**src/rtl/adc_seq_pkg.sv**
```systemverilog
package adc_seq_pkg;

  typedef enum logic [1:0] {
    S_IDLE,
    S_WAIT,
    S_SAMPLE,
    S_CONV
  } seq_state_t;

  localparam int MAX_SAMPLE = 64;
  localparam int SH_W       = $clog2(MAX_SAMPLE);

  // mode bit 0: walks channels; mode bit 1: repeats
  localparam int MODE_SEQ_BIT = 0;
  localparam int MODE_REP_BIT = 1;

  function automatic int unsigned sample_clocks(input logic [1:0] code);
    case (code)
      2'd0:    return 4;
      2'd1:    return 8;
      2'd2:    return 16;
      default: return MAX_SAMPLE;
    endcase
  endfunction

endpackage

```
**src/rtl/adc_trig_sel.sv**
```systemverilog
module adc_trig_sel #(
  parameter int NUM_TRIG = 3,
  parameter int TSEL_W   = 2
) (
  input  logic                clk,
  input  logic                rst,
  input  logic                sw_req,
  input  logic [NUM_TRIG-1:0] ext_trig,
  input  logic [TSEL_W-1:0]   sel,
  input  logic                inv,
  output logic                trig_edge
);

  logic                sw_q;
  logic                lvl;
  logic                lvl_q;
  logic [NUM_TRIG:0]   src;

  // software strobe is captured for one clock, then falls again by itself
  always_ff @(posedge clk) begin
    if (rst) sw_q <= 1'b0;
    else     sw_q <= sw_req;
  end

  assign src = {ext_trig, sw_q};

  always_comb begin
    if (int'(sel) <= NUM_TRIG) lvl = src[sel] ^ inv;
    else                       lvl = inv;
  end

  always_ff @(posedge clk) begin
    if (rst) lvl_q <= 1'b0;
    else     lvl_q <= lvl;
  end

  assign trig_edge = lvl & ~lvl_q;

endmodule

```
**src/rtl/adc_clk_div.sv**
```systemverilog
module adc_clk_div #(
  parameter int DIV_W = 3
) (
  input  logic             clk,
  input  logic             rst,
  input  logic             clr,
  input  logic [DIV_W-1:0] div,
  output logic             tick
);

  logic [DIV_W-1:0] cnt;

  always_ff @(posedge clk) begin
    if (rst || clr)   cnt <= '0;
    else if (cnt == div) cnt <= '0;
    else              cnt <= cnt + 1'b1;
  end

  assign tick = (cnt == div);

endmodule

```
**src/rtl/adc_seq_fsm.sv**
```systemverilog
module adc_seq_fsm
  import adc_seq_pkg::*;
#(
  parameter int CHAN_W = 4
) (
  input  logic              clk,
  input  logic              rst,
  input  logic              en,
  input  logic [1:0]        mode,
  input  logic [CHAN_W-1:0] chan_top,
  input  logic [1:0]        sht,
  input  logic              multi,
  input  logic              trig_edge,
  input  logic              div_tick,
  input  logic              conv_done,
  output logic              div_clr,
  output logic              load,
  output logic              conv_start,
  output logic [CHAN_W-1:0] conv_chan,
  output logic              busy
);

  seq_state_t        st, st_n;
  logic [CHAN_W-1:0] ch_n;
  logic [SH_W-1:0]   sh, sh_n, sh_load;
  logic              start_n;
  logic              more;

  assign sh_load = SH_W'(sample_clocks(sht) - 1);

  always_comb begin
    st_n    = st;
    ch_n    = conv_chan;
    sh_n    = sh;
    start_n = 1'b0;
    div_clr = 1'b0;
    load    = 1'b0;
    more    = 1'b0;
    case (st)
      S_IDLE: begin
        if (en && trig_edge) begin
          st_n    = S_SAMPLE;
          ch_n    = chan_top;
          sh_n    = sh_load;
          div_clr = 1'b1;
        end
      end
      S_WAIT: begin
        if (trig_edge) begin
          st_n    = S_SAMPLE;
          sh_n    = sh_load;
          div_clr = 1'b1;
        end
      end
      S_SAMPLE: begin
        if (div_tick) begin
          if (sh == '0) begin
            st_n    = S_CONV;
            start_n = 1'b1;
          end else begin
            sh_n = sh - 1'b1;
          end
        end
      end
      default: begin
        if (conv_done) begin
          load = 1'b1;
          case ({mode[MODE_REP_BIT], mode[MODE_SEQ_BIT]})
            2'b00:   more = 1'b0;
            2'b01:   more = (conv_chan != '0);
            2'b10:   more = en;
            default: more = (conv_chan != '0) || en;
          endcase
          if (more) begin
            if (mode[MODE_SEQ_BIT])
              ch_n = (conv_chan == '0) ? chan_top : conv_chan - 1'b1;
            if (multi) begin
              st_n    = S_SAMPLE;
              sh_n    = sh_load;
              div_clr = 1'b1;
            end else begin
              st_n = S_WAIT;
            end
          end else begin
            st_n = S_IDLE;
          end
        end
      end
    endcase
  end

  always_ff @(posedge clk) begin
    if (rst) begin
      st         <= S_IDLE;
      sh         <= '0;
      conv_chan  <= '0;
      conv_start <= 1'b0;
      busy       <= 1'b0;
    end else begin
      st         <= st_n;
      sh         <= sh_n;
      conv_chan  <= ch_n;
      conv_start <= start_n;
      busy       <= (st_n != S_IDLE);
    end
  end

endmodule

```
**src/rtl/adc_result_reg.sv**
```systemverilog
module adc_result_reg #(
  parameter int DATA_W = 10
) (
  input  logic              clk,
  input  logic              rst,
  input  logic              load,
  input  logic [DATA_W-1:0] data,
  input  logic              twos,
  input  logic              ack,
  input  logic              clr,
  output logic [DATA_W-1:0] result,
  output logic              irq
);

  logic [DATA_W-1:0] fmt;

  // offset binary to two's complement: flip the sign position
  assign fmt = twos ? {~data[DATA_W-1], data[DATA_W-2:0]} : data;

  always_ff @(posedge clk) begin
    if (rst)       result <= '0;
    else if (load) result <= fmt;
  end

  always_ff @(posedge clk) begin
    if (rst)              irq <= 1'b0;
    else if (load)        irq <= 1'b1;
    else if (ack || clr)  irq <= 1'b0;
  end

endmodule

```
**src/rtl/adc_seq_ctrl.sv**
```systemverilog
module adc_seq_ctrl #(
  parameter int DATA_W   = 10,
  parameter int CHAN_W   = 4,
  parameter int NUM_TRIG = 3,
  parameter int DIV_W    = 3,
  parameter int TSEL_W   = $clog2(NUM_TRIG + 1)
) (
  input  logic                clk,
  input  logic                rst,
  input  logic                cfg_en,
  input  logic                cfg_start,
  input  logic [1:0]          cfg_mode,
  input  logic [CHAN_W-1:0]   cfg_chan,
  input  logic [1:0]          cfg_sht,
  input  logic [TSEL_W-1:0]   cfg_trig_sel,
  input  logic                cfg_trig_inv,
  input  logic [DIV_W-1:0]    cfg_div,
  input  logic                cfg_twos,
  input  logic                cfg_multi,
  input  logic [NUM_TRIG-1:0] ext_trig,
  input  logic                irq_ack,
  input  logic                irq_clr,
  input  logic                conv_done,
  input  logic [DATA_W-1:0]   conv_data,
  output logic                conv_start,
  output logic [CHAN_W-1:0]   conv_chan,
  output logic [DATA_W-1:0]   result,
  output logic                busy,
  output logic                irq_flag
);

  logic trig_edge;
  logic div_clr;
  logic div_tick;
  logic res_load;

  adc_trig_sel #(.NUM_TRIG(NUM_TRIG), .TSEL_W(TSEL_W)) u_trig (
    .clk(clk), .rst(rst), .sw_req(cfg_start), .ext_trig(ext_trig),
    .sel(cfg_trig_sel), .inv(cfg_trig_inv), .trig_edge(trig_edge)
  );

  adc_clk_div #(.DIV_W(DIV_W)) u_div (
    .clk(clk), .rst(rst), .clr(div_clr), .div(cfg_div), .tick(div_tick)
  );

  adc_seq_fsm #(.CHAN_W(CHAN_W)) u_fsm (
    .clk(clk), .rst(rst), .en(cfg_en), .mode(cfg_mode), .chan_top(cfg_chan),
    .sht(cfg_sht), .multi(cfg_multi), .trig_edge(trig_edge),
    .div_tick(div_tick), .conv_done(conv_done), .div_clr(div_clr),
    .load(res_load), .conv_start(conv_start), .conv_chan(conv_chan),
    .busy(busy)
  );

  adc_result_reg #(.DATA_W(DATA_W)) u_res (
    .clk(clk), .rst(rst), .load(res_load), .data(conv_data),
    .twos(cfg_twos), .ack(irq_ack), .clr(irq_clr), .result(result),
    .irq(irq_flag)
  );

endmodule

```
**config.mk**
```make
export PLATFORM = sky130hd
export DESIGN_NAME = adc_seq_ctrl
export DESIGN_NICKNAME = d
export VERILOG_FILES = /design/src/rtl/adc_seq_pkg.sv /design/src/rtl/adc_trig_sel.sv /design/src/rtl/adc_clk_div.sv /design/src/rtl/adc_seq_fsm.sv /design/src/rtl/adc_result_reg.sv /design/src/rtl/adc_seq_ctrl.sv
export SDC_FILE = /design/constraint.sdc
export NUM_CORES = 1
export LEC_CHECK = 0
export ABC_AREA = 1
export BUFFER_PORTS_ARGS = -buffer_cell sky130_fd_sc_hd__buf_2
export CORE_MARGIN = 1.5
export CORE_UTILIZATION = 40
export DETAILED_ROUTE_END_ITERATION = 10
export PLACE_DENSITY = 0.76
export SYNTH_ARGS = -nofsm -noshare
export SYNTH_HDL_FRONTEND = slang
export SYNTH_HIERARCHICAL = 1
export SYNTH_SLANG_ARGS = --single-unit
export TNS_END_PERCENT = 30
```
**constraint.sdc**
```tcl
create_clock -name clk -period 3.62 [get_ports clk]
set_clock_uncertainty 0.15 [all_clocks]
set_input_delay 0.181 -clock clk [delete_from_list [all_inputs] [get_ports clk]]
set_output_delay 0.181 -clock clk [all_outputs]
set_load 0.03 [all_outputs]
```
Word level (Yosys, flattened, before mapping). Cells that the tools add are included.

Multipliers: 0. Add/subtract/negate cells: 4. Shift-type cells: 0. Bitwise operators: 7. Equal/unequal tests: 11. Div/mod/pow operators: 0. Muxes and demuxes: 40. Reductions and logical operators: 24. Order comparisons: 1.

Operators by type and width (number): $mux W6 (7); $mux W4 (5); $pmux W6 S3 (1); $reduce_bool A4 Y1 (4); $pmux W5 S3 (1); $mux W2 (7); $mux W1 (13); $sub A6 B1 Y6 const B (2); $mux W10 (1); $reduce_bool A2 Y1 (5); $pmux W4 S2 (1); $reduce_and A7 Y1 (1); $eq A2 B1 Y1 const B (3); $eq A2 B2 Y1 const B (3); $logic_not A2 Y1 (3); $logic_not A6 Y1 (1); $pmux W1 S3 (2); $pmux W2 S3 (1); $reduce_or A3 Y1 (2); $not A1 Y1 (5); $reduce_and A5 Y1 (1); $logic_not A4 Y1 (1); $ne A2 B1 Y1 const B (2); $ne A2 B2 Y1 const B (2); 10 further kinds (13).

Memory bits (read-only): 0. Memory bits (writable): 0. Memories kept: 0. Bits in latches: 0. Bits in registers: 30.

Logic depth before layout (Yosys ltp). Gate-level depths: netlist of the first run.

Depth after elaboration: 10. Mapped depth: 16.

By module. Netlist of the first run, hierarchy kept.

Modules (own cells, without submodules): adc_seq_fsm (instances 1, cells each 163, area each 1043.5 um^2, sequential area each 280.3 um^2); adc_result_reg (instances 1, cells each 53, area each 437.9 um^2, sequential area each 220.2 um^2); adc_clk_div (instances 1, cells each 24, area each 168.9 um^2, sequential area each 60.1 um^2); adc_trig_sel (instances 1, cells each 19, area each 120.1 um^2, sequential area each 40.0 um^2).

Worst setup path after synthesis of the first run. No wires, ideal clock.

Kind: reg-to-reg. Start point: register u_fsm.conv_chan[0]. End point: register u_fsm.sh[1]. Slack: 1916 ps. Stages on the path, launching flop included: 13. Arrival: 1442 ps. Data required time: 3357 ps. Path buffers: 0. Path through: dfxtp_1 > inv_1 > ha_1 > nand2_1 > nand2_1 > nand2_2 > nand2_2 > nand2_2 > nand2_4 > inv_4 > nand2_2 > nand2_1 > nor2_1.

Word-level cells in the longest chain between the ends: 7.

Ends and longest elaborated chain: from (decl) (line adc_seq_fsm.sv:19) `output logic [CHAN_W-1:0] conv_chan,`; from (signal assigned) (line adc_seq_fsm.sv:102) `conv_chan <= ch_n;`; $reduce_bool A4 Y1 * (line adc_seq_fsm.sv:70, adc_seq_fsm.sv:72); $logic_or A1 B1 Y1 (line adc_seq_fsm.sv:72) `default: more = (conv_chan != '0) || en;`; $pmux W1 S3 * (line adc_seq_fsm.sv:68) `case ({mode[MODE_REP_BIT], mode[MODE_SEQ_BIT]})`; $mux W1 * (line adc_seq_fsm.sv:66) `if (conv_done) begin`; $mux W1 * (line adc_seq_fsm.sv:39) `case (st)`; $reduce_bool A4 Y1 (no source line) *; $reduce_and A7 Y1 (no source line) *; to (signal assigned) (line adc_seq_fsm.sv:101) `sh <= sh_n;`; to (decl) (line adc_seq_fsm.sv:25) `logic [SH_W-1:0] sh, sh_n, sh_load;`.

Every way passes the cells marked *; elsewhere a longest branch is shown, timed or not. The select of a mux whose other input is x is not followed. A chain may end at the register's enable or synchronous reset.

Final worst setup path of the first run.
Start point: register u_fsm.st[0]. End point: register u_fsm.sh[2].

Word-level cells in the longest chain between the ends: 3.

Ends and longest elaborated chain: from (decl) (line adc_seq_fsm.sv:23) `seq_state_t st, st_n;`; from (signal assigned) (line adc_seq_fsm.sv:100) `st <= st_n;`; $eq A2 B2 Y1 (tied with other cells) (line adc_seq_fsm.sv:39); $ne A2 B2 Y1 (no source line) (tied with other cells); $reduce_and A7 Y1 (no source line).

Parallel ways exist; a longest one is shown, timed or not.

==> results by group, run 1 <==
Power
  – Peak VDD IR: between 200 and 300 uV
  – Pwr Total: 1.12 mW
  – Leak pwr: ~1.2 nW
  – Pwr Density: 501 nW/um2

CTS
  – Latest clock arrival within the worst-skew pair: around 0.28 ns
  – Max Buffers Root-to-Sink: 2
  – TritonCTS buffer count: 5
  – TritonCTS clock tree: done
  – CTS sink cnt: 30
  – # H-tree levels: 2
  – Worst-path clk slew: ~0.070 ns
  – Post-CTS sizing: 0
  – Postcts setup bufs: 0
  – Root buf cell: clkbuf_8
  – Hold buffer count at cts: 7

Floorplan
  – Die height: between 60 and 70 um
  – Rows: 24
  – IO Count: 53
  – Die area: just under 5000 um2
  – Starting Density: around two fifths
  – Core Region: 4290 um2
  – Chip Width: roughly 70 um

Cells and area
  – Net count reported at finish: approximately 370
  – Layout cells sized above 1: between 20% and 30%
  – Synth-to-layout area growth: 26.9%
  – Ant diodes: 0
  – # fillers: between 400 and 500
  – Non-filler cells, final: 373

STA
  – Final WS setup: between 1.5 and 2 ns
  – Clock period minus worst slack: 1.96 ns
  – Worst slew margin: between 60 and 70%
  – Final Max Tran Viols: 0
  – Hold Slack: approximately 0.018 ns
  – RSZ-0062 raised after global routing: no
  – Actual slew at the worst max-slew pin: 0.467 ns
  – Maximum clock rate: 509 MHz
  – Final worst path period share: approximately 54%
  – Hold Vio Cnt, Final: 0
  – Fin Setup TNS: 0 ns
  – Final setup violation count: 0

Global route
  – Vias in the first global route: 1534
  – Largest net degree at the start of global routing: 18
  – Global-route wire length before repair: 6.31 mm
  – Antenna violations before repair: 0
  – Global Route Usage Sum: between 10% and 20%
  – GR Overflow Total: 0

Yosys
  – Syn_area_per_cell: 6.84 um2
  – Register area share after synthesis: between 30% and 40%
  – Post-synth EDFFs: 0
  – Yosys reg bits: 30
  – Syn Nets: 303
  – Area of the mapped netlist: approximately 1800 um2
  – Share of Yosys cell area claimed by the top area cell type: approximately 34%
  – Asr flop ratio synth: 0%
  – Post-Syn Instances: around 260
  – Main flop type after synthesis: dfxtp_1
  – Dominant cells by area after synthesis: dfxtp_1 34%, nand2_1 16%, inv_1 7.6%, nor2_1 6.4%, ha_1 5.7%
  – Count leader, synth: nand2_1
  – Netlist cell types: 29
  – Ys Warns: 6
  – Post-synth top cells: 77 x nand2_1, 36 x inv_1, 30 x dfxtp_1, 30 x nor2_1, 12 x nand3_1
  – Largest area contributor in the netlist: dfxtp_1

Setup path
  – R2R setup slack: about 1.7 ns
  – Crit Path Max Fanout: 9
  – R2R Path Start: u_fsm/st[0]
  – CP startpoint: u_fsm/st[0]
  – Slowest cell delay on critical path: roughly 0.46 ns
  – Worst path slowest cell: ha_1
  – CP startpoint kind: flop
  – CP most frequent cell: ha_1
  – Worst Setup EP: u_fsm/sh[2]
  – Ordered list of cells on the worst path: inv_1 -> ha_1 -> nand2_1 -> ha_1 -> xor2_1 -> o21ai_0 -> nor2_1
  – R2R Path End: u_fsm/sh[2]
  – WP data arrival: between 1.5 and 2 ns
  – R2r worst-path depth: 7
  – Crit path capture type: flop
  – Critical Path RT: around 3.7 ns
  – Worst Setup Path Type: reg2reg

Outcome
  – Outcome: finished clean

Detailed routing
  – 1st-iter DRT viols: between 40 and 50
  – DR WL/cell: roughly 10 um
  – Vias per cell: roughly 4.5
  – WL final: ~3.7 mm
  – DRC: 0
  – Vias: 1696
  – DRT Pass-1 Iters: 4
  – Final ANT Viol Nets: 0

Hold path
  – Worst hold path class: in2reg
  – WHS Path Cells: 3

Job
  – Max_cap viols: 0

Placed design
  – Post-Place Worst Slack: between 1.5 and 2 ns
  – Cell Count Post-Placement: between 300 and 400
  – Port bufs: 52
  – GPL Wtd Cong: between 0.8 and 0.9
  – DP HPWL: between 2 and 3 mm
-- layout by cell type (no fill, tap or decap) --
| cell | count |
|---|---|
| clkbuf_8 | 6 |
| a21oi_2 | 10 |
| dlygate4sd3_1 | 7 |
| nand2_1 | 77 |
| nor2_4 | 1 |
| or2_2 | 1 |
| inv_4 | 2 |
| dfxtp_1 | 30 |
| ha_1 | 8 |
| o21ai_1 | 1 |
| nand3_1 | 12 |
| xor2_1 | 2 |
| o211ai_1 | 1 |
| nand4_1 | 2 |
| nor2_1 | 30 |
| nand2_2 | 8 |
| buf_2 | 52 |
| bufinv_16 | 1 |
| nand2_4 | 1 |
| o21ai_2 | 2 |
| o21ai_0 | 7 |
| a21oi_1 | 3 |
| inv_2 | 3 |
| or2_1 | 1 |
| nand3_2 | 4 |
| nand3b_1 | 1 |
| inv_1 | 36 |
| nor3_1 | 2 |
| nor2_2 | 4 |
| xnor2_1 | 5 |
| a21boi_1 | 1 |
-- worst max-delay path, delay by kind of cell (launching register included) --
kind / cells / cell delay [ns]
AO/OA/AOI/OAI: 1 / 0.19
XOR/XNOR: 1 / 0.16
adder cells (fa/ha/maj): 2 / 0.71
buffers and inverters: 1 / 0.10
flip-flops: 1 / 0.34
AND/OR/NAND/NOR: 2 / 0.23
-- routing by layer --
metal / track usage [%] / routed length, um / vias to the layer above
li1: - / - / 911
met1: 18.9 / 1670 / 731
met2: 27.5 / 1730 / 50
met3: 5.52 / 231 / 4
met4: 5.23 / 51 / 0
met5: 0 / 0 / -
-- flip-flops by register name (all words and copies together) (netlist names) --
name / count
u_div/cnt: 3
u_fsm/busy: 1
u_fsm/conv_chan: 4
u_fsm/conv_start: 1
u_fsm/sh: 6
u_fsm/st: 2
u_res/irq: 1
u_res/result: 10
u_trig/lvl_q: 1
u_trig/sw_q: 1
-- cells by family after synthesis --
family / Yosys count / share of synthesized area [%]
AND/OR/NAND/NOR: 144 / 36.3
XOR/XNOR: 7 / 3.46
AO/OA/AOI/OAI: 25 / 9.89
flip-flops: 30 / 33.9
buffers and inverters: 45 / 10.8
adder cells (fa/ha/maj): 8 / 5.65
-- where the power goes --
group	switching [mW]	internal, mW
clock	0.123	0.220
combinational	0.234	0.147
sequential	0.0305	0.371
-- area by class of cell --
type | count | area (um2) | share of cell area, %
multi-input combinational | 184 | 978 | 43.6
clock buffer | 6 | 82.6 | 3.68
timing repair buffer | 59 | 330 | 14.7
sequential | 30 | 601 | 26.7
tap | 52 | 65.1 | 2.90
inverter | 41 | 159 | 7.08
clock inverter | 1 | 30.0 | 1.34
-- through the flow --
step | area (um2) | utilization (%)
6_report | 2250 | 52.3
3_5_place_dp | 2060 | 48.0
2_1_floorplan | 1770 | -
4_1_cts | 2250 | 52.3
3_3_place_gp | 2060 | 48.0
5_1_grt | 2250 | 52.3
-- how the worst min path moves through the flow --
stage                 startpoint               to  slack [ns]
finish              conv_data[2]  u_res/result[2]        0.02
global placement       cfg_start      u_trig/sw_q        0.24
CTS                 conv_data[4]  u_res/result[4]       0.003
detailed placement     cfg_start      u_trig/sw_q        0.24
global route        conv_data[2]  u_res/result[2]        0.01
floorplan                    rst      u_fsm/sh[5]        0.09
No activity file was read; power rests on OpenSTA's default activity.
==> inputs of run 2 (changes only) <==
Settings changed: ABC_AREA 1 to 0, PLACE_DENSITY 0.76 to 0.78.
Clock period 3.62 ns to 1.8 ns, I/O delays scaled along.
==> run 2 against run 1 <==
The run now ends with hold timing, setup timing left. Combinational power grew to 2.9 times the previous value. Register-to-register slack worse by 2.1 ns. Worst hold slack lost 0.067 ns. Worst setup slack got worse by 2.1 ns. Critical endpoint is now u_fsm/sh[3]. Largest power group is now combinational logic. Highest routed layer unchanged.
==> results by group, run 2 <==
Outcome
  – Outcome: finished, violations left (was finished clean)
  – Failing checks: hold timing, setup timing

Detailed routing
  – WL final: 4.57 mm (was 3.68 mm)
  – DRT Pass-1 Iters: 5 (was 4)
  – Vias per cell: 5.19 (was 4.55)
  – DR WL/cell: 13.2 um (was 9.87 um)
  – Final ANT Viol Nets: 0 (unchanged)
  – Vias: 1792 (was 1696)
  – DRC: 0 (unchanged)
  – 1st-iter DRT viols: 54 (was 46)

Floorplan
  – IO Count: 53 (unchanged)
  – Die area: 4690 um2 (was 4830 um2)
  – Chip Width: 68.5 um (was 69.5 um)
  – Core Region: 4060 um2 (was 4290 um2)
  – Starting Density: 42.2% (was 41.2%)
  – Die height: 68.5 um (was 69.5 um)
  – Rows: 23 (was 24)

Cells and area
  – Net count reported at finish: 338 (was 365)
  – Max FFs per register: 10 (unchanged)
  – Most common cell after layout, fill and taps aside: buf_2 (was nand2_1)
  – Layout cells sized above 1: 43.7% (was 29.6%)
  – Ant diodes: 0 (unchanged)
  – Synth-to-layout area growth: 52.0% (was 26.9%)
  – Most frequent cells in the layout: 52 x buf_2, 37 x buf_4, 28 x dfxtp_1, 18 x nor2_1, 15 x dlygate4sd3_1 (was 77 x nand2_1, 52 x buf_2, 36 x inv_1, 30 x nor2_1, 30 x dfxtp_1)
  – Design area: 2610 um2 (was 2250 um2)
  – Biggest register: u_res/result (unchanged)
  – Top flop regs: u_res/result (10), u_fsm/sh (6), u_fsm/conv_chan (4) (unchanged)

Yosys
  – Yosys reg bits: 30 (unchanged)
  – Post-synth EDFFs: 0 (unchanged)
  – Area of the mapped netlist: 1710 um2 (was 1770 um2)
  – Largest area contributor in the netlist: dfxtp_1 (unchanged)
  – Post-synth top cells: 30 x dfxtp_1, 19 x nor2_1, 11 x inv_1, 11 x mux2i_1, 11 x nand2_1 (was 77 x nand2_1, 36 x inv_1, 30 x dfxtp_1, 30 x nor2_1, 12 x nand3_1)
  – Post-Syn Instances: 189 (was 259)
  – Asr flop ratio synth: 0% (unchanged)
  – Main flop type after synthesis: dfxtp_1 (unchanged)
  – Share of Yosys cell area claimed by the top area cell type: 35.0% (was 33.9%)
  – Dominant cells by area after synthesis: dfxtp_1 35%, mux2i_1 6.4%, ha_1 5.8%, nor2_1 4.2%, xnor2_1 3.6% (was dfxtp_1 34%, nand2_1 16%, inv_1 7.6%, nor2_1 6.4%, ha_1 5.7%)
  – Syn_area_per_cell: 9.07 um2 (was 6.84 um2)
  – Netlist cell types: 54 (was 29)
  – Ys Warns: 6 (unchanged)
  – Count leader, synth: dfxtp_1 (was nand2_1)
  – Register area share after synthesis: 35.0% (was 33.9%)
  – Syn Nets: 233 (was 303)

STA
  – Final WS setup: -0.407 ns (was 1.66 ns)
  – Hold Slack: -0.0493 ns (was 0.0175 ns)
  – Actual slew at the worst max-slew pin: 0.483 ns (was 0.467 ns)
  – Clock period minus worst slack: 2.21 ns (was 1.96 ns)
  – Fin Setup TNS: -5.26 ns (was 0 ns)
  – Final setup violation count: 16 (was 0)
  – Hold Vio Cnt, Final: 1 (was 0)
  – Final worst path period share: 123% (was 54.3%)
  – Maximum clock rate: 453 MHz (was 509 MHz)
  – Worst slew margin: 67.6% (was 68.8%)
  – Final Max Tran Viols: 0 (unchanged)
  – RSZ-0062 raised after global routing: yes (was no)

Setup path
  – Crit path capture type: flop (unchanged)
  – R2R Path Start: u_trig/sw_q (was u_fsm/st[0])
  – Ordered list of cells on the worst path: mux4_2 -> xnor2_2 -> nor2_4 -> nor2b_2 -> o31ai_4 -> buf_4 -> nand3_4 -> o32ai_1 (was inv_1 -> ha_1 -> nand2_1 -> ha_1 -> xor2_1 -> o21ai_0 -> nor2_1)
  – CP startpoint: u_trig/sw_q (was u_fsm/st[0])
  – Slowest cell delay on critical path: 0.47 ns (was 0.46 ns)
  – R2r worst-path depth: 8 (was 7)
  – WP data arrival: 2.25 ns (was 1.99 ns)
  – Worst path slowest cell: mux4_2 (was ha_1)
  – R2R setup slack: -0.41 ns (was 1.66 ns)
  – CP top delay family: compound AO/OA/AOI/OAI gates (was adder cells)
  – Crit Path Max Fanout: 5 (was 9)
  – Critical Path RT: 1.84 ns (was 3.65 ns)
  – Buf/Inv on CP: 1 (unchanged)
  – Worst Setup Path Type: reg2reg (unchanged)
  – R2R Path End: u_fsm/sh[3] (was u_fsm/sh[2])
  – CP startpoint kind: flop (unchanged)

Hold path
  – WHS Path Cells: 3 (unchanged)
  – Worst hold path class: in2reg (unchanged)
  – Hold_sp: cfg_trig_inv (was conv_data[2])
  – Hold Path End: u_trig/lvl_q (was u_res/result[2])

Job
  – Max_cap viols: 0 (unchanged)

CTS
  – Hold buffer count at cts: 15 (was 7)
  – TritonCTS buffer count: 5 (unchanged)
  – TritonCTS clock tree: done (unchanged)
  – Latest clock arrival within the worst-skew pair: 0.28 ns (about the same)
  – Root buf cell: clkbuf_8 (unchanged)
  – Worst-path clk slew: 0.06 ns (was 0.07 ns)
  – CTS sink cnt: 30 (unchanged)
  – Max Buffers Root-to-Sink: 2 (unchanged)
  – # H-tree levels: 2 (unchanged)

Placed design
  – Placed inst area: 2270 um2 (was 2060 um2)
  – Port bufs: 52 (unchanged)
  – DP HPWL: 2.92 mm (was 2.71 mm)
  – GPL Wtd Cong: 0.850 (was 0.826)

Power
  – Pwr Density: 947 nW/um2 (was 501 nW/um2)
  – Peak VDD IR: 560 uV (was 256 uV)
  – Leak pwr: 1.14 nW (was 1.16 nW)

Global route
  – Largest net degree at the start of global routing: 17 (was 18)
  – Global Route Usage Sum: 21.1% (was 16.1%)
  – GR Overflow Total: 0 (unchanged)
  – Antenna violations before repair: 0 (unchanged)
  – Vias in the first global route: 1725 (was 1534)
  – Global-route wire length before repair: 7.38 mm (was 6.31 mm)
==> run 2: cell count changes after synthesis, moves of 5 or more <==
cell	delta
nand2_1	-66
inv_1	-25
mux2i_1	+11
nor2_1	-11
a21oi_2	-9
nand2_2	-8
nand3_1	-7
a31o_2	+5
nor3_1	+5
==> run 2: tightest hold or removal path, cell delays in order <==
cell     delay [ns]
buf_2          0.10
xnor2_2        0.08
nor2_1         0.08
==> run 2: stage by stage <==
step                      hold slack [ns]  util, %  worst slack, ns  total power, mW  cells
final                             -0.0493     64.2           -0.407             2.47    345
after global routing              -0.0333     64.2           -0.481             2.63    345
after CTS                         -0.0658     62.4           -0.410             2.40    342
after detailed placement            0.177     55.9           -0.464             1.76    318
after global placement              0.164     55.9           -0.400             1.74    318
after floorplan                    0.0116        -           -0.309             1.40    189
==> run 2: repair_timing <==
item	4_1_cts	5_1_grt
endpoints found under the setup margin	16	20
gates resized for setup	5	11
hold endpoints to repair	14	1
cloned	1	0
pin swaps	12	5
setup buffers	0	3
==> run 2: cell type report <==
| type | count | area, um2 |
|---|---|---|
| Tap cell | 50 | 62.6 |
| Sequential cell | 30 | 606 |
| Timing Repair Buffer | 104 | 688 |
| Multi-Input combinational cell | 142 | 1110 |
| Fill cell | 319 | 1450 |
| Clock buffer | 6 | 82.6 |
| Inverter | 11 | 41.3 |
| Clock inverter | 2 | 11.3 |
==> run 2: metal layers <==
layer,part of all wire (%),global-route usage [%],vias to the layer above
met1,43,25.4,831
met5,0,0,-
met3,5.0,5.10,7
met4,1.5,8.50,0
li1,-,-,901
met2,50,35.8,53
==> run 2: worst max-delay path by stage <==
stage                              to  slack, ns  cells after the start
final                     u_fsm/sh[3]      -0.41                      8
after global routing      u_fsm/sh[5]      -0.48                      8
after CTS                 u_fsm/sh[5]      -0.41                      8
after detailed placement  u_fsm/sh[5]      -0.46                      8
after global placement    u_fsm/sh[5]      -0.40                      8
after floorplan           u_fsm/sh[5]      -0.31                      8
==> run 2: where the power goes <==
group	internal [mW]	total (mW)	switching [mW]
registers	0.738	0.806	0.0685
clock network	0.308	0.573	0.265
logic	0.554	1.09	0.533
==> run 2: cell families after synthesis <==
| group | share of synthesized area, % |
|---|---|
| AOI/OAI and AO/OA | 23.1 |
| xor gates and xnor gates | 3.58 |
| adders and majority gates | 5.84 |
| buffers and inverters | 4.67 |
| DFF | 35.0 |
| muxes | 7.74 |
| and+or+nand+nor | 20.0 |
